==> src/rtl/flash_cmd_pkg.sv <==
package flash_cmd_pkg;

  typedef enum logic [2:0] {
    S_IDLE,
    S_UNL1,
    S_UNL2,
    S_PROG_ARM,
    S_ERS1,
    S_ERS2,
    S_ERS3
  } seq_state_e;

  typedef enum logic [1:0] {
    OP_NONE,
    OP_PROG,
    OP_SECT,
    OP_CHIP
  } op_e;

  localparam logic [14:0] ADDR_KEY_A = 15'h5555;
  localparam logic [14:0] ADDR_KEY_B = 15'h2AAA;
  localparam logic [7:0]  DAT_KEY_A  = 8'hAA;
  localparam logic [7:0]  DAT_KEY_B  = 8'h55;
  localparam logic [7:0]  DAT_PROG   = 8'hA0;
  localparam logic [7:0]  DAT_ERASE  = 8'h80;
  localparam logic [7:0]  DAT_SECT   = 8'h30;
  localparam logic [7:0]  DAT_CHIP   = 8'h10;

  // Program may only clear bits.
  function automatic logic [7:0] prog_merge(input logic [7:0] old_v, input logic [7:0] new_v);
    return old_v & new_v;
  endfunction

  // Status byte seen while busy: inverted bit 7 of the target, rest zero.
  function automatic logic [7:0] poll_byte(input logic [7:0] target);
    return {~target[7], 7'b0};
  endfunction

endpackage

==> src/rtl/flash_cmd_decoder.sv <==
module flash_cmd_decoder
  import flash_cmd_pkg::*;
(
  input  logic        clk,
  input  logic        rst_n,
  input  logic        wr_stb,
  input  logic        busy,
  input  logic [14:0] addr15,
  input  logic [7:0]  wdata,
  output logic        start,
  output op_e         start_op
);

  seq_state_e st, st_nxt;
  logic at_a, at_b;

  assign at_a = (addr15 == ADDR_KEY_A);
  assign at_b = (addr15 == ADDR_KEY_B);

  always_comb begin
    st_nxt   = st;
    start    = 1'b0;
    start_op = OP_NONE;
    if (wr_stb && !busy) begin
      st_nxt = S_IDLE;
      case (st)
        S_IDLE: if (at_a && wdata == DAT_KEY_A) st_nxt = S_UNL1;
        S_UNL1: if (at_b && wdata == DAT_KEY_B) st_nxt = S_UNL2;
        S_UNL2: begin
          if (at_a && wdata == DAT_PROG)       st_nxt = S_PROG_ARM;
          else if (at_a && wdata == DAT_ERASE) st_nxt = S_ERS1;
        end
        S_PROG_ARM: begin
          start    = 1'b1;
          start_op = OP_PROG;
        end
        S_ERS1: if (at_a && wdata == DAT_KEY_A) st_nxt = S_ERS2;
        S_ERS2: if (at_b && wdata == DAT_KEY_B) st_nxt = S_ERS3;
        S_ERS3: begin
          if (wdata == DAT_SECT) begin
            start    = 1'b1;
            start_op = OP_SECT;
          end else if (at_a && wdata == DAT_CHIP) begin
            start    = 1'b1;
            start_op = OP_CHIP;
          end
        end
        default: st_nxt = S_IDLE;
      endcase
    end
  end

  always_ff @(posedge clk or negedge rst_n) begin
    if (!rst_n)    st <= S_IDLE;
    else if (busy) st <= S_IDLE;
    else           st <= st_nxt;
  end

  // the sequencer makes no progress during an embedded operation
  assert_idle_while_busy_R10: assert property (@(posedge clk) disable iff (!rst_n)
    busy |=> (st == S_IDLE));

endmodule

==> src/rtl/flash_op_timer.sv <==
module flash_op_timer
  import flash_cmd_pkg::*;
#(
  parameter int IDX_W    = 5,
  parameter int PROG_CYC = 4,
  parameter int SECT_CYC = 20,
  parameter int CHIP_CYC = 40
) (
  input  logic             clk,
  input  logic             rst_n,
  input  logic             start,
  input  op_e              start_op,
  input  logic [IDX_W-1:0] start_idx,
  input  logic [7:0]       start_data,
  output logic             busy,
  output logic             commit,
  output op_e              op,
  output logic [IDX_W-1:0] idx,
  output logic [7:0]       data
);

  localparam int MAXC  = (CHIP_CYC > SECT_CYC) ?
                         ((CHIP_CYC > PROG_CYC) ? CHIP_CYC : PROG_CYC) :
                         ((SECT_CYC > PROG_CYC) ? SECT_CYC : PROG_CYC);
  localparam int CNT_W = $clog2(MAXC + 1);

  logic [CNT_W-1:0] cnt;

  function automatic logic [CNT_W-1:0] last_tick(input op_e k);
    case (k)
      OP_PROG: return CNT_W'(PROG_CYC - 1);
      OP_SECT: return CNT_W'(SECT_CYC - 1);
      default: return CNT_W'(CHIP_CYC - 1);
    endcase
  endfunction

  assign commit = busy && (cnt == '0);

  always_ff @(posedge clk or negedge rst_n) begin
    if (!rst_n) begin
      busy <= 1'b0;
      cnt  <= '0;
      op   <= OP_NONE;
      idx  <= '0;
      data <= '0;
    end else if (start && !busy) begin
      busy <= 1'b1;
      cnt  <= last_tick(start_op);
      op   <= start_op;
      idx  <= start_idx;
      data <= start_data;
    end else if (busy) begin
      if (cnt == '0) busy <= 1'b0;
      else           cnt  <= cnt - 1'b1;
    end
  end

endmodule

==> src/rtl/flash_byte_array.sv <==
module flash_byte_array
  import flash_cmd_pkg::*;
#(
  parameter int SECTORS    = 8,
  parameter int SECT_BYTES = 4
) (
  input  logic                                    clk,
  input  logic                                    rst_n,
  input  logic                                    commit,
  input  op_e                                     op,
  input  logic [$clog2(SECTORS*SECT_BYTES)-1:0]   idx,
  input  logic [7:0]                              data,
  input  logic [$clog2(SECTORS*SECT_BYTES)-1:0]   rd_idx,
  output logic [7:0]                              rd_byte,
  output logic [7:0]                              tgt_byte
);

  localparam int DEPTH = SECTORS * SECT_BYTES;
  localparam int IDX_W = $clog2(DEPTH);
  localparam int OFF_W = $clog2(SECT_BYTES);
  localparam int SEC_W = IDX_W - OFF_W;

  logic [DEPTH-1:0][7:0] cells;
  logic [SEC_W-1:0]      op_sec;

  assign op_sec = idx[IDX_W-1:OFF_W];

  for (genvar j = 0; j < DEPTH; j++) begin : g_cell
    localparam logic [SEC_W-1:0] MY_SEC = SEC_W'(j / SECT_BYTES);
    logic [7:0] q;
    always_ff @(posedge clk or negedge rst_n) begin
      if (!rst_n) q <= 8'hFF;
      else if (commit) begin
        case (op)
          OP_CHIP: q <= 8'hFF;
          OP_SECT: if (op_sec == MY_SEC) q <= 8'hFF;
          OP_PROG: if (idx == IDX_W'(j)) q <= prog_merge(q, data);
          default: ;
        endcase
      end
    end
    assign cells[j] = q;
  end

  assign rd_byte  = cells[rd_idx];
  assign tgt_byte = cells[idx];

  // a program commit never sets a bit at its target byte
  assert_prog_clears_only_R4: assert property (@(posedge clk) disable iff (!rst_n)
    (commit && op == OP_PROG) |=> ((tgt_byte & ~$past(tgt_byte)) == 8'h00));

endmodule

==> src/rtl/flash_cmd_seq.sv <==
module flash_cmd_seq
  import flash_cmd_pkg::*;
#(
  parameter int AW         = 15,
  parameter int SECTORS    = 8,
  parameter int SECT_BYTES = 4,
  parameter int PROG_CYC   = 4,
  parameter int SECT_CYC   = 20,
  parameter int CHIP_CYC   = 40
) (
  input  logic          clk,
  input  logic          rst_n,
  input  logic          ce_n,
  input  logic          oe_n,
  input  logic          we_n,
  input  logic [AW-1:0] addr,
  input  logic [7:0]    wdata,
  output logic [7:0]    rdata,
  output logic          rdata_drive,
  output logic          busy
);

  localparam int DEPTH = SECTORS * SECT_BYTES;
  localparam int IDX_W = $clog2(DEPTH);

  logic             wr_stb;
  logic             start;
  op_e              start_op;
  logic             commit;
  op_e              op;
  logic [IDX_W-1:0] op_idx;
  logic [7:0]       op_data;
  logic [7:0]       rd_byte, tgt_byte, status;

  assign wr_stb      = !ce_n && !we_n;
  assign rdata_drive = !ce_n && !oe_n && we_n;

  flash_cmd_decoder u_dec (
    .clk      (clk),
    .rst_n    (rst_n),
    .wr_stb   (wr_stb),
    .busy     (busy),
    .addr15   (addr[14:0]),
    .wdata    (wdata),
    .start    (start),
    .start_op (start_op)
  );

  flash_op_timer #(
    .IDX_W    (IDX_W),
    .PROG_CYC (PROG_CYC),
    .SECT_CYC (SECT_CYC),
    .CHIP_CYC (CHIP_CYC)
  ) u_tmr (
    .clk        (clk),
    .rst_n      (rst_n),
    .start      (start),
    .start_op   (start_op),
    .start_idx  (addr[IDX_W-1:0]),
    .start_data (wdata),
    .busy       (busy),
    .commit     (commit),
    .op         (op),
    .idx        (op_idx),
    .data       (op_data)
  );

  flash_byte_array #(
    .SECTORS    (SECTORS),
    .SECT_BYTES (SECT_BYTES)
  ) u_arr (
    .clk      (clk),
    .rst_n    (rst_n),
    .commit   (commit),
    .op       (op),
    .idx      (op_idx),
    .data     (op_data),
    .rd_idx   (addr[IDX_W-1:0]),
    .rd_byte  (rd_byte),
    .tgt_byte (tgt_byte)
  );

  assign status = poll_byte((op == OP_PROG) ? prog_merge(tgt_byte, op_data) : 8'hFF);
  assign rdata  = rdata_drive ? (busy ? status : rd_byte) : 8'h00;

  // Checker-side age of the current busy period, for the duration check.
  logic [15:0] busy_age;
  always_ff @(posedge clk or negedge rst_n) begin
    if (!rst_n)     busy_age <= '0;
    else if (!busy) busy_age <= '0;
    else            busy_age <= busy_age + 1'b1;
  end

  function automatic int exp_len(input op_e k);
    case (k)
      OP_PROG: return PROG_CYC;
      OP_SECT: return SECT_CYC;
      default: return CHIP_CYC;
    endcase
  endfunction

  // bus released whenever the read condition is absent
  assert_bus_release_R2: assert property (@(posedge clk) disable iff (!rst_n)
    !(!ce_n && !oe_n && we_n) |-> (rdata == 8'h00));

  // an accepted command raises busy on the following edge
  assert_start_then_busy_R8: assert property (@(posedge clk) disable iff (!rst_n)
    (start && !busy) |=> busy);

  // a busy period lasts exactly the count for its operation
  assert_busy_length_R8: assert property (@(posedge clk) disable iff (!rst_n)
    commit |-> (int'(busy_age) + 1 == exp_len(op)));

  // erase polling shows bit 7 low and the rest zero
  assert_erase_poll_R9: assert property (@(posedge clk) disable iff (!rst_n)
    (rdata_drive && busy && (op == OP_SECT || op == OP_CHIP)) |-> (rdata == 8'h00));

endmodule

==> config.mk <==
export PLATFORM = sky130hd
export DESIGN_NAME = flash_cmd_seq
export DESIGN_NICKNAME = d
export VERILOG_FILES = /design/src/rtl/flash_cmd_pkg.sv /design/src/rtl/flash_cmd_decoder.sv /design/src/rtl/flash_op_timer.sv /design/src/rtl/flash_byte_array.sv /design/src/rtl/flash_cmd_seq.sv
export SDC_FILE = /design/constraint.sdc
export NUM_CORES = 1
export LEC_CHECK = 0
export ABC_AREA = 1
export BUFFER_PORTS_ARGS = -buffer_cell sky130_fd_sc_hd__buf_2
export CELL_PAD_IN_SITES_DETAIL_PLACEMENT = 1
export CELL_PAD_IN_SITES_GLOBAL_PLACEMENT = 1
export CORE_ASPECT_RATIO = 0.9
export CORE_MARGIN = 4
export CORE_UTILIZATION = 51
export CTS_CLUSTER_SIZE = 24
export DETAILED_ROUTE_END_ITERATION = 16
export PLACE_DENSITY_LB_ADDON = 0.1
export SLEW_MARGIN = 15
export SYNTH_ARGS = -nofsm -noshare
export SYNTH_HDL_FRONTEND = slang
export SYNTH_SLANG_ARGS = --single-unit
==> constraint.sdc <==
create_clock -name clk -period 4.3 [get_ports clk]
set_clock_uncertainty 0.2 [all_clocks]
set_input_delay 0 -clock clk [delete_from_list [all_inputs] [get_ports clk]]
set_output_delay 0 -clock clk [all_outputs]
set_load 0.005 [all_outputs]
; After elaboration in Yosys (flattened, before gate mapping)
; Cells that the tools add are included.
[classes]
n_mux = 103
n_eq_ne = 98
n_lt_le_gt_ge = 2
n_addsub = 1
bitwise_logic = 34
n_reduce_logical = 55
[op_table]
columns = cell, count
row1 = 8-bit one-hot mux with 3 select lines, 32
row2 = 8-bit two-way mux, 45
row3 = 8-bit bitwise AND, 33
row4 = 4-bit AND reduction, 32
row5 = 8-bit binary-select mux with 5-bit select, 2
row6 = "5-bit == test, second input constant", 16
row7 = "2-bit by 1-bit != test with 1-bit output, second input constant", 40
row8 = "5-bit by 4-bit == test with 1-bit output, second input constant", 8
row9 = "8-bit == test, second input constant", 3
row10 = "3-bit == test, second input constant", 7
row11 = "5-bit by 3-bit == test with 1-bit output, second input constant", 4
row12 = 3-bit two-way mux, 6
row13 = 6-bit two-way mux, 3
row14 = "15-bit by 14-bit == test with 1-bit output, second input constant", 1
row15 = "15-bit == test, second input constant", 1
row16 = 3-bit one-hot mux with 5 select lines, 1
row17 = "3-bit by 2-bit == test with 1-bit output, second input constant", 4
row18 = "5-bit by 6-bit < comparator with 1-bit output, second input constant", 2
row19 = 6-bit one-hot mux with 2 select lines, 1
row20 = 1-bit logical AND, 11
row21 = "5-bit by 2-bit == test with 1-bit output, second input constant", 2
row22 = "8-bit by 5-bit == test with 1-bit output, second input constant", 1
row23 = "8-bit by 6-bit == test with 1-bit output, second input constant", 1
row24 = "8-bit by 7-bit == test with 1-bit output, second input constant", 1
row25 = 18 further kinds, 36
[word_totals]
word_cells = 331
reg_bits = 281
in_bits = 28
out_inout_bits = 10

; Logic depth before layout (Yosys ltp)
; Gate-level depths: netlist of run 1.
[depth]
ltp_word = 9
mapped_depth = 13
mapped_depth_nobuf = 12

; By module
; From an unflattened synthesis of run 1, not the netlist that was laid out.
[unflattened]
hier_cells = 2435
area_unflattened_um2 = 16449.5
[modules_own_cells]
columns = mod, cells_per_inst, seq_area_each_um2, n_inst, area_per_inst_um2
row1 = flash_byte_array, 2174, 6726.5, 1, 14732.9
row2 = flash_op_timer, 118, 550.5, 1, 1003.5
row3 = flash_cmd_decoder, 116, 75.1, 1, 590.6
row4 = flash_cmd_seq, 27, 0.0, 1, 122.6

; Worst setup path after synthesis of run 1
; OpenSTA, ideal clock, no wires.
[synth_path]
kind = register to register
startpoint = register u_tmr.busy
endpoint = register u_tmr.cnt[2]
required_time_ns = 3.984
setup_time_ns = 0.116
n_path_buf = 0
path_slack_ns = 2.377
stages_incl_launch_ff = 11
arrival_ns = 1.606
period_less_slack_ns = 1.923
path_cell_list = dfrtp_1 nor3_1 nand2_1 nor2_1 nand3_1 nand2_1 ha_1 nand2_1 nand2_1 nand2_1 nand2_1
[synth_via]
elab_chain_len = 6
word_cells_on_any_way = 12
classes_between = eq/ne: 3 / mux: 4 / reduce/logical: 5
[synth_lines]
columns = item, line_no
row1 = "start, declared", flash_op_timer.sv:15  ; output logic busy,
row2 = "start signal, assigned", flash_op_timer.sv:41  ; busy <= 1'b0;
row3 = "start signal, assigned", flash_op_timer.sv:47  ; busy <= 1'b1;
row4 = "start signal, assigned", flash_op_timer.sv:53  ; if (cnt == '0) busy <= 1'b0;
row5 = 1-bit zero test (*), flash_cmd_decoder.sv:24  ; if (wr_stb && !busy) begin
row6 = 1-bit logical AND (*), flash_cmd_decoder.sv:24
row7 = 2-bit two-way mux (*), flash_cmd_decoder.sv:24
row8 = via start_op[1], flash_cmd_seq.sv:28  ; op_e start_op;
row9 = 2-bit == test or 2-bit by 1-bit == test with 1-bit output (tied branches), flash_op_timer.sv:30  ; case (k)
row10 = 6-bit one-hot mux with 2 select lines (*), flash_op_timer.sv:30
row11 = 6-bit two-way mux (*), flash_op_timer.sv:46  ; end else if (start && !busy) begin
row12 = "end signal, assigned", flash_op_timer.sv:48  ; cnt <= last_tick(start_op);
row13 = "end signal, assigned", flash_op_timer.sv:54  ; else cnt <= cnt - 1'b1;
row14 = "end, declared", flash_op_timer.sv:27  ; logic [CNT_W-1:0] cnt;
; The timed path passes the listed nets; every way through them passes the cells marked *.
; A chain may end at the register's enable or synchronous reset.

; Final worst setup path of run 1
[layout_path]
startpoint = input port addr[10]
endpoint = register u_tmr.cnt[5]
[layout_via]
elab_chain_len = 9
word_cells_on_any_way = 18
classes_between = eq/ne: 4 / mux: 10 / reduce/logical: 4
[layout_lines]
columns = item, line_no
row1 = "start, declared", flash_cmd_seq.sv:16  ; input logic [AW-1:0] addr,
row2 = 15-bit == test (*), flash_cmd_decoder.sv:17  ; assign at_a = (addr15 == ADDR_KEY_A);
row3 = 1-bit logical AND (*), flash_cmd_decoder.sv:43  ; end else if (at_a && wdata == DAT_CHIP) begin
row4 = 2-bit two-way mux (*), flash_cmd_decoder.sv:43
row5 = 2-bit two-way mux (*), flash_cmd_decoder.sv:40  ; if (wdata == DAT_SECT) begin
row6 = 2-bit one-hot mux with 2 select lines (*), flash_cmd_decoder.sv:26  ; case (st)
row7 = 2-bit two-way mux (*), flash_cmd_decoder.sv:24
row8 = via start_op[1], flash_cmd_seq.sv:28
row9 = 2-bit == test or 2-bit by 1-bit == test with 1-bit output (tied branches), flash_op_timer.sv:30
row10 = 6-bit one-hot mux with 2 select lines (*), flash_op_timer.sv:30
row11 = 6-bit two-way mux (*), flash_op_timer.sv:46
; Marks and branches as above.

==> results of run 1 <==
[final cells by class]
cell class                 count  area [um2]
fill                        3207       10800
sequential                   281        7350
multi-input combinational   1304        5790
clock buffer                  45         920
timing repair buffer          95         728
tap                          348         435
inverter                      64         241
clock inverter                 9         123
[worst paths after layout]
| kind | to |
|---|---|
| min in group asynchronous | u_arr.g_cell[8].q[4]$_DFFE_PN1P_ |
| max reg2reg | u_dec.st[2]$_DFFE_PN0P_ |
| max | u_tmr.cnt[5]$_DFFE_PN0P_ |
| min reg2reg | u_arr.g_cell[14].q[6]$_DFFE_PN1P_ |
| max in group asynchronous | u_arr.g_cell[13].q[5]$_DFFE_PN1P_ |
| min | u_tmr.idx[1]$_DFFE_PN0P_ |
[layer usage]
layer	track usage, %	vias to the layer above	share of wire (%)	routed length (um)
met4	12.2	2	4.1	2010
met3	4.89	126	5.6	2720
met1	43.8	6704	43	20900
met5	0	-	0.027	13
met2	54.8	456	47	23000
li1	-	5829	-	-
[what timing repair did]
| action | in CTS | in global routing |
|---|---|---|
| hold buffers | 28 | 0 |
| gates resized for setup | 0 | 3 |
| hold endpoints to repair | 137 | 0 |
| endpoints found under the setup margin | 0 | 14 |
| setup buffers | 0 | 3 |
[cells in the mapped netlist, types with 14 or more instances]
library cell / instances
dfstp_2: 256
nand3_1: 43
nand4_1: 35
o22ai_1: 56
clkbuf_1: 76
buf_2: 19
dfrtp_1: 25
nor2_1: 173
buf_1: 14
nand2_1: 587
o21ai_0: 360
inv_1: 57
[sequential cells by signal, summed over array words and instances (netlist names)]
signal          cells
u_tmr.data          8
u_arr.g_cell.q    256
u_tmr.busy          1
u_tmr.op            2
u_dec.st            3
u_tmr.cnt           6
u_tmr.idx           5
[worst max-delay path: cells and delay by family]
| kind | cells | cell delay (ps) |
|---|---|---|
| buffers and inverters | 6 | 2960 |
| AND/OR/NAND/NOR | 10 | 1050 |
| adder cells (fa/ha/maj) | 1 | 250 |
[metrics by stage]
stage	total power (uW)	setup WS, ps	area [um2]	hold WS (ps)	instances
floorplan	2850	2380	13800	-496	1759
global placement	3000	1670	14200	38.6	2060
detailed placement	3000	1580	14200	46.3	2060
CTS	5750	79.7	15500	9.14	2142
global route	5920	126	15600	57.6	2146
finish	5730	309	15600	14.9	2146
[power by group]
part / internal [uW] / leakage, uW / total (uW) / switching, uW
logic: 89.8 / 0.00417 / 333 / 243
registers: 2660 / 0.00292 / 2660 / 0.00000204
clock network: 1650 / 0.000514 / 2740 / 1100
[kinds of logic (layout without fill, tap and decap cells)]
kind of cell | after synthesis | in the layout | synth area share [%]
AO/OA/AOI/OAI | 441 | 441 | 16.6
XOR/XNOR | 3 | 3 | 0.190
adder cells (fa/ha/maj) | 3 | 3 | 0.272
buffers and inverters | 175 | 213 | 4.97
flip-flops | 281 | 281 | 53.3
AND/OR/NAND/NOR | 856 | 857 | 24.7
==> key figures, run 1 <==
Drt
  • TritonRoute pass-1 iters: 5
  • Via density: approximately 6
  • WL final: slightly below 50 mm
  • Remaining DRCs: 0
  • Via count: 13,100
  • Initial drt markers: about 1,100
  • Routed Antenna Nets: 0
  • WL/cell: 22.7 um

Floorplanning
  • Die ar.: 0.0298 mm2
  • Die Wd: 181 um
  • Ports: 38
  • Die H: roughly 160 um
  • Core Region: 0.0263 mm2
  • FP Rows: 56
  • Initial core utilization: between 50% and 60%

Finish
  • Area Growth Syn to Fin: 13.0%
  • Layout cells sized above 1: 21.6%
  • Final Core Density: 59.2%
  • Commonest cells after routing, fill and taps aside: 587 x nand2_1, 360 x o21ai_0, 256 x dfstp_2
  • N_diodes: 0
  • Commonest non-fill, non-tap cell in the layout: nand2_1
  • Final #Nets: 1,807

Setup path
  • Worst path required time: 4560 ps
  • Setup slack, reg-to-reg: 1320 ps
  • Most common cell on crit path: nand2_1
  • Reg2Reg Depth: 9
  • CP Launch Point: addr[10]
  • Crit. End Element: register
  • FF-to-FF Start: u_tmr.busy$_DFF_PN0_
  • CP max stage cell: dlygate4sd3_1
  • Max incr delay on CP: a little over 600 ps
  • Startpoint types: input port
  • Crit path DAT: 4250 ps
  • Crit-path cells: dlygate4sd3_1 -> buf_2 -> nand2_1 -> dlygate4sd3_1 -> nor2_1 -> dlygate4sd3_1 -> nand2_1 -> dlygate4sd3_1 -> nor2_2 -> dlygate4sd3_1 -> nand3_2 -> nand2_1 -> ha_1 -> nand2_1 -> nand2_1 -> nand2_1 -> nand2_1
  • CP max FO: 6
  • Setup CP Type: input port to register

Clocking
  • CTS tree: done
  • CTS buffer count: 30
  • Clk pin slew, worst setup/hold paths: 70 ps
  • Worst skew pair latency: 560 ps
  • Htree depth: 1
  • Clock Root Buffer: clkbuf_16
  • Clock tree buffer depth: 3
  • Clk sinks: ~280

STA
  • Slew HR: 28.0%
  • Setup violators final: 0
  • RSZ-0062 raised after global routing: false
  • Fin crit share: between 90% and 100%
  • Post-route minimum period: about 4000 ps
  • Max Slew Vio Count: 0
  • Hold Fails Final Rpt: 0
  • Worst Max-Slew Pin Slew: approximately 1100 ps
  • Setup TNS: 0 ps
  • Fmax: ~250 MHz

Logic synthesis
  • Top cell type's share of synthesized area: 48.7%
  • Syn nets: around 1,800
  • Synth cell types: 31
  • Post-Syn Instances: around 1,800
  • Mapped cell area: 0.0138 mm2
  • Synth warn: 0
  • Top FF cell, synth: dfstp_2
  • Yosys reg bits: between 200 and 300
  • Top cells by area, synth: dfstp_2 49%, nand2_1 16%, o21ai_0 13%, nor2_1 4.7%, dfrtp_1 4.5%
  • Mean Syn Cell Area: a little under 8 um2
  • Sequential fraction of the synthesis area: between 50% and 60%
  • Async set-reset flop share out of synthesis: 100%
  • Cell accounting for the most synthesized area: dfstp_2
  • Number of enable flip-flop cells after synthesis: 0

GRT
  • Largest net degree at the start of global routing: 125
  • First-pass GRT wire length: between 70 and 80 mm
  • Initial antenna violation count: 1
  • Gr usage total: around 33%
  • Vias in the first global route: about 14,000
  • Total grt overflow: 0

Placed design
  • Gpl congestion: 0.910
  • DP Wirelength: 29.6 mm
  • Port Buffers: 37

Power and ir drop
  • VDD IR max: approximately 280 uV
  • Pwr dens: between 300 and 400 mW/mm2
  • Leakage: around 0.0076 uW

Hold path
  • WHS Path Cells: 4
  • Hold crit path type: input port to register
  • Hold_sp: addr[1]

Status
  • Outcome: finished, final reports clean

Run
  • Max-cap violation count: 0
(Power assumes the default switching activity.)
==> run 2, diff against run 1 <==
Settings changed: SETUP_SLACK_MARGIN from default to 0.5.
==> key figures, run 2 (synthesized netlist as in run 1, its figures left out) <==
GRT
  • Total grt overflow: 0 (unchanged)
  • Initial antenna violation count: 2 (was 1)
  • First-pass GRT wire length: 78.7 mm (was 77.9 mm)
  • Largest net degree at the start of global routing: 125 (unchanged)
  • Vias in the first global route: 14,100 (was 14,000)
  • Gr usage total: 33.1% (was 32.8%)

Setup path
  • Crit. End Element: register (unchanged)
  • Crit path max-delay family: buffers and inverters (unchanged)
  • Startpoint types: input port (unchanged)
  • Crit path DAT: 3930 ps (was 4250 ps)
  • Setup CP Type: input port to register (unchanged)
  • Crit-path cells: dlygate4sd3_1 -> buf_2 -> nand2_1 -> dlygate4sd3_1 -> nor2_1 -> dlygate4sd3_1 -> nand2_1 -> nor2_1 -> dlygate4sd3_1 -> nand3_2 -> nand2_1 -> ha_1 -> nand2_1 -> nand2_1 -> nand2_1 -> nand2_1 (was dlygate4sd3_1 -> buf_2 -> nand2_1 -> dlygate4sd3_1 -> nor2_1 -> dlygate4sd3_1 -> nand2_1 -> dlygate4sd3_1 -> nor2_2 -> dlygate4sd3_1 -> nand3_2 -> nand2_1 -> ha_1 -> nand2_1 -> nand2_1 -> nand2_1 -> nand2_1)
  • Most common cell on crit path: nand2_1 (unchanged)
  • CP max FO: 6 (unchanged)
  • Max incr delay on CP: 690 ps (was 620 ps)
  • CP max stage cell: dlygate4sd3_1 (unchanged)
  • Worst Path Buf+Inv: 5 (was 6)
  • Worst path required time: 4540 ps (was 4560 ps)

Finish
  • Commonest non-fill, non-tap cell in the layout: nand2_1 (unchanged)
  • Fill cells: 3,210 (was 3,207)
  • Area Growth Syn to Fin: 12.9% (was 13.0%)
  • Commonest cells after routing, fill and taps aside: 587 x nand2_1, 360 x o21ai_0, 256 x dfstp_2 (unchanged)
  • Top flop regs: u_arr.g_cell.q x256, u_tmr.data x8, u_tmr.cnt x6 (unchanged)
  • Top reg by flops: u_arr.g_cell.q (unchanged)
  • Final Core Density: 59.1% (was 59.2%)
  • Max FFs per register: 256 (unchanged)
  • Layout cells sized above 1: 21.5% (was 21.6%)
  • Final #Nets: 1,806 (was 1,807)
  • Fin area: 0.0156 mm2 (about the same)

Clocking
  • CTS tree: done (unchanged)
  • Clock tree buffer depth: 3 (unchanged)
  • Htree depth: 1 (unchanged)
  • Clk sinks: 281 (unchanged)
  • Worst skew pair latency: 560 ps (about the same)
  • Clock Root Buffer: clkbuf_16 (unchanged)
  • Clk pin slew, worst setup/hold paths: 70 ps (about the same)
  • CTS buffer count: 30 (unchanged)

STA
  • Post-route minimum period: 3680 ps (was 3990 ps)
  • Fin crit share: 85.7% (was 92.8%)
  • Hold Fails Final Rpt: 0 (unchanged)
  • Fmax: 272 MHz (was 251 MHz)
  • Final worst slack: 617 ps (was 309 ps)
  • Setup TNS: 0 ps (unchanged)
  • RSZ-0062 raised after global routing: false (unchanged)
  • Slew HR: 28.7% (was 28.0%)
  • Max Slew Vio Count: 0 (unchanged)
  • Worst Max-Slew Pin Slew: 1070 ps (was 1080 ps)
  • Setup violators final: 0 (unchanged)

Run
  • Max-cap violation count: 0 (unchanged)

Power and ir drop
  • Combinational share of power: 5.8% (about the same)
  • Pint: 4390 uW (about the same)
  • P_sw: 1350 uW (was 1340 uW)
  • Switching fraction of total power: 23.5% (was 23.4%)
  • VDD IR max: 273 uV (was 277 uV)
  • Leakage: 0.00760 uW (about the same)
  • Sequential share of power: 46.3% (about the same)
  • Pwr dens: 368 mW/mm2 (about the same)
  • Total power: 5740 uW (was 5730 uW)
  • Clock power frac: 47.9% (about the same)

Drt
  • Initial drt markers: 1,031 (was 1,060)
  • Via count: 13,200 (was 13,100)
  • WL final: 49.2 mm (was 48.7 mm)
  • WL/cell: 22.9 um (was 22.7 um)
  • Via density: 6.16 (was 6.11)
  • TritonRoute pass-1 iters: 5 (unchanged)
  • Remaining DRCs: 0 (unchanged)
  • Routed Antenna Nets: 0 (unchanged)

Hold path
  • Hold crit path type: input port to register (unchanged)

Placed design
  • Gpl congestion: 0.910 (unchanged)
  • Post-place setup slack: 1580 ps (unchanged)
  • DP Wirelength: 29.6 mm (unchanged)
  • Placement Cell Area: 0.0142 mm2 (unchanged)
  • Port Buffers: 37 (unchanged)

Floorplanning
  • Ports: 38 (unchanged)
  • FP Rows: 56 (unchanged)
  • Die ar.: 0.0298 mm2 (unchanged)
  • Core Region: 0.0263 mm2 (unchanged)
  • Die H: 164 um (unchanged)
  • Initial core utilization: 52.4% (unchanged)
  • Die Wd: 181 um (unchanged)

Status
  • Outcome: finished, final reports clean (unchanged)
-- run 2: final cells by class --
type                       instances  area [um2]  share of cell area (%)
clock inverter                     9         123                   0.787
tap                              348         435                    2.79
sequential                       281        7350                    47.2
timing repair buffer              94         718                    4.61
antenna                            1        2.50                  0.0161
inverter                          64         241                    1.55
multi-input combinational       1304        5790                    37.2
clock buffer                      45         920                    5.90
-- run 2: worst paths after layout --
check,slack [ps],from,to,depth (start not counted)
setup / recovery,620,addr[10],u_tmr.cnt[2]$_DFFE_PN0P_,16
hold / removal,10,addr[1],u_tmr.idx[1]$_DFFE_PN0P_,4
setup reg to reg,1190,u_tmr.busy$_DFF_PN0_,u_dec.st[2]$_DFFE_PN0P_,9
hold reg to reg,260,u_arr.g_cell[14].q[0]$_DFFE_PN1P_,u_arr.g_cell[14].q[0]$_DFFE_PN1P_,2
max in group asynchronous,2970,rst_n,u_arr.g_cell[13].q[5]$_DFFE_PN1P_,3
min in group asynchronous,240,rst_n,u_arr.g_cell[8].q[4]$_DFFE_PN1P_,2
-- run 2: worst register-to-register path, delay by kind of cell (launching register included) --
| family | cells | cell delay, ps |
|---|---|---|
| and+or+nand+nor | 5 | 850 |
| DFF | 1 | 500 |
| AOI/OAI and AO/OA | 1 | 260 |
| buffers and inverters | 3 | 1230 |
-- run 2: power groups by stage --
stage | clock network, uW | logic, uW | registers, uW
final | 2750 | 334 | 2660
after global routing | 2900 | 367 | 2660
after CTS | 2770 | 327 | 2660
after detailed placement | 0 | 308 | 2700
after global placement | 0 | 304 | 2700
after floorplan | 0 | 156 | 2700
-- run 2: metal layers --
metal / vias to the layer above / global-route usage, % / wire, um
li1: 5823 / - / -
met1: 6744 / 43.7 / 20700
met2: 510 / 55.3 / 23400
met3: 142 / 5.51 / 3050
met4: 2 / 13.0 / 2080
met5: - / 0 / 13
-- run 2: what timing repair did --
action,in CTS,in global routing
hold endpoints to repair,137,0
resized for setup,0,2
endpoints found under the setup margin,0,7
hold buffers,27,0
buffers inserted,0,3
-- run 2: metrics by stage --
step,hold slack (ps),cells
2_1_floorplan,-496,1759
3_3_place_gp,38.6,2060
4_1_cts,9.14,2141
3_5_place_dp,46.3,2060
5_1_grt,54.8,2146
6_report,14.9,2146
==> run 3, diff against run 2 <==
Settings changed: CORE_ASPECT_RATIO 0.9 to default, SLEW_MARGIN 15 to 0.
==> key figures, run 3 (synthesized netlist as in run 1, its figures left out) <==
Status
  • Outcome: finished, final reports clean (unchanged)

Floorplanning
  • Core Region: 0.0264 mm2 (was 0.0263 mm2)
  • FP Rows: 59 (was 56)
  • Die H: 173 um (was 164 um)
  • Initial core utilization: 52.4% (about the same)
  • Die ar.: 0.0298 mm2 (about the same)
  • Die Wd: 173 um (was 181 um)
  • Ports: 38 (unchanged)

GRT
  • Gr usage total: 32.4% (was 33.1%)
  • Total grt overflow: 0 (unchanged)
  • Vias in the first global route: 13,900 (was 14,100)
  • Initial antenna violation count: 0 (was 2)
  • Largest net degree at the start of global routing: 136 (was 125)
  • First-pass GRT wire length: 77.5 mm (was 78.7 mm)

Power and ir drop
  • VDD IR max: 373 uV (was 273 uV)
  • Sequential share of power: 47.1% (was 46.3%)
  • Combinational share of power: 6.0% (was 5.8%)
  • Switching fraction of total power: 23.8% (was 23.5%)
  • Leakage: 0.00757 uW (was 0.00760 uW)
  • Pwr dens: 364 mW/mm2 (was 368 mW/mm2)
  • Pint: 4290 uW (was 4390 uW)
  • Clock power frac: 46.8% (was 47.9%)
  • Total power: 5640 uW (was 5740 uW)
  • P_sw: 1340 uW (was 1350 uW)

Finish
  • Final #Nets: 1,800 (was 1,806)
  • Max FFs per register: 256 (unchanged)
  • Commonest cells after routing, fill and taps aside: 587 x nand2_1, 360 x o21ai_0, 256 x dfstp_2 (unchanged)
  • N_diodes: 0 (was 1)
  • Finished Layout Cells: 2,127 (was 2,146)
  • Register area: 0.00735 mm2 (unchanged)
  • Top flop regs: u_arr.g_cell.q x256, u_tmr.data x8, u_tmr.cnt x6 (unchanged)
  • Layout cells sized above 1: 21.2% (was 21.5%)
  • Commonest non-fill, non-tap cell in the layout: nand2_1 (unchanged)
  • Fill cells: 3,223 (was 3,210)
  • Area of the multi-input gates: 0.00580 mm2 (was 0.00579 mm2)
  • Top reg by flops: u_arr.g_cell.q (unchanged)
  • Area Growth Syn to Fin: 12.2% (was 12.9%)

Setup path
  • Startpoint types: input port (unchanged)
  • CP Launch Point: addr[13] (was addr[10])
  • Crit. End Element: register (unchanged)
  • CP max FO: 6 (unchanged)
  • Crit path DAT: 3950 ps (was 3930 ps)
  • Worst path required time: 4560 ps (was 4540 ps)
  • FF-to-FF Start: u_tmr.idx[4]$_DFFE_PN0P_ (was u_tmr.busy$_DFF_PN0_)
  • Setup CP Type: input port to register (unchanged)

Drt
  • WL/cell: 23.2 um (was 22.9 um)
  • Initial drt markers: 1,113 (was 1,031)
  • Remaining DRCs: 0 (unchanged)
  • Via density: 6.16 (about the same)
  • TritonRoute pass-1 iters: 5 (unchanged)
  • WL final: 49.3 mm (was 49.2 mm)
  • Via count: 13,100 (was 13,200)
  • Routed Antenna Nets: 0 (unchanged)

STA
  • RSZ-0062 raised after global routing: true (was false)
  • Fin crit share: 85.8% (was 85.7%)
  • Max Slew Vio Count: 0 (unchanged)
  • Fmax: 271 MHz (was 272 MHz)
  • Setup TNS: 0 ps (unchanged)
  • Slew HR: 9.75% (was 28.7%)
  • Hold Fails Final Rpt: 0 (unchanged)
  • Setup violators final: 0 (unchanged)
  • Worst Max-Slew Pin Slew: 1350 ps (was 1070 ps)
  • Post-route minimum period: 3690 ps (was 3680 ps)

Placed design
  • Port Buffers: 37 (unchanged)
  • Placed cells: 2,041 (was 2,060)
  • Gpl congestion: 0.896 (was 0.910)
  • DP Wirelength: 29.2 mm (was 29.6 mm)

Hold path
  • Hold_sp: addr[1] (unchanged)
  • Hold crit path type: input port to register (unchanged)

Clocking
  • CTS buffer count: 30 (unchanged)
  • Clk sinks: 281 (unchanged)
  • Worst skew pair latency: 570 ps (was 560 ps)
  • Htree depth: 1 (unchanged)
  • Clock tree buffer depth: 3 (unchanged)
  • CTS tree: done (unchanged)
  • Post-CTS Repair Setup Buffers: 0 (unchanged)
  • Clk pin slew, worst setup/hold paths: 70 ps (about the same)
  • Clock Root Buffer: clkbuf_16 (unchanged)

Run
  • Max-cap violation count: 0 (unchanged)
## run 3: changes by cell type in the layout (fill, tap and decap cells not counted), moves of 2 or more
cell	previous run	this run
bufinv_16	3	1
dlygate4sd3_1	27	29
clkinv_2	6	8
buf_4	29	21
## run 3: worst paths after layout
path	endpoint	slack, ps	depth (start not counted)
worst min-delay path	u_tmr.idx[1]$_DFFE_PN0P_	50	4
worst max-delay path	u_tmr.cnt[5]$_DFFE_PN0P_	610	17
min in group asynchronous	u_arr.g_cell[13].q[5]$_DFFE_PN1P_	250	2
worst max register to register	u_arr.g_cell[5].q[7]$_DFFE_PN1P_	1180	7
max in group asynchronous	u_tmr.idx[3]$_DFFE_PN0P_	2750	3
worst min register to register	u_arr.g_cell[27].q[2]$_DFFE_PN1P_	260	2
## run 3: worst max-delay path, stage by stage
cell           delay, ps
dlygate4sd3_1        530
buf_2                130
inv_1                 90
nand2_1               70
nor2_1                90
dlygate4sd3_1        570
nand2_1               70
dlygate4sd3_1        560
nor2_1               300
dlygate4sd3_1        650
nand3_2              210
nand2_1              150
ha_1                 240
nand2_1               90
nand2_1               80
nand2_1               80
nand2_1               50
## run 3: power by group through the flow
stage	registers (uW)	clock network [uW]	logic, uW
after floorplan	2700	0	156
after global placement	2700	0	306
after detailed placement	2700	0	312
after CTS	2660	2670	331
after global routing	2660	2790	369
final	2660	2640	339
## run 3: area by class of cell
class                           count  share of cell area [%]
Clock buffer                       46                    6.03
Clock inverter                      9                   0.460
Inverter                           64                    1.56
Multi-Input combinational cell   1304                    37.5
Sequential cell                   281                    47.5
Tap cell                          335                    2.71
Timing Repair Buffer               88                    4.33
## run 3: what timing repair did
item | 4_1_cts | 5_1_grt
hold endpoints to repair | 120 | 0
gates resized for setup | 0 | 5
setup endpoints to repair | 0 | 15
hold buffers | 30 | 0
## run 3: metal layers
| metal | vias to the layer above | global-route usage, % | wire length [um] |
|---|---|---|---|
| met5 | - | 0 | 0 |
| met4 | 0 | 12.7 | 1950 |
| met3 | 123 | 5.47 | 3380 |
| met2 | 492 | 52.4 | 23200 |
| met1 | 6673 | 43.9 | 20800 |
| li1 | 5819 | - | - |
## run 3: through the flow
step           util (%)  area (um2)  setup slack, ps  hold WS (ps)
2_1_floorplan         -       13800             2380          -496
3_3_place_gp       53.7       14100             1520         -72.4
3_5_place_dp       53.7       14100             1420         -66.6
4_1_cts            58.6       15500              580          3.35
5_1_grt            58.8       15500              476          51.0
6_report           58.8       15500              610          51.6
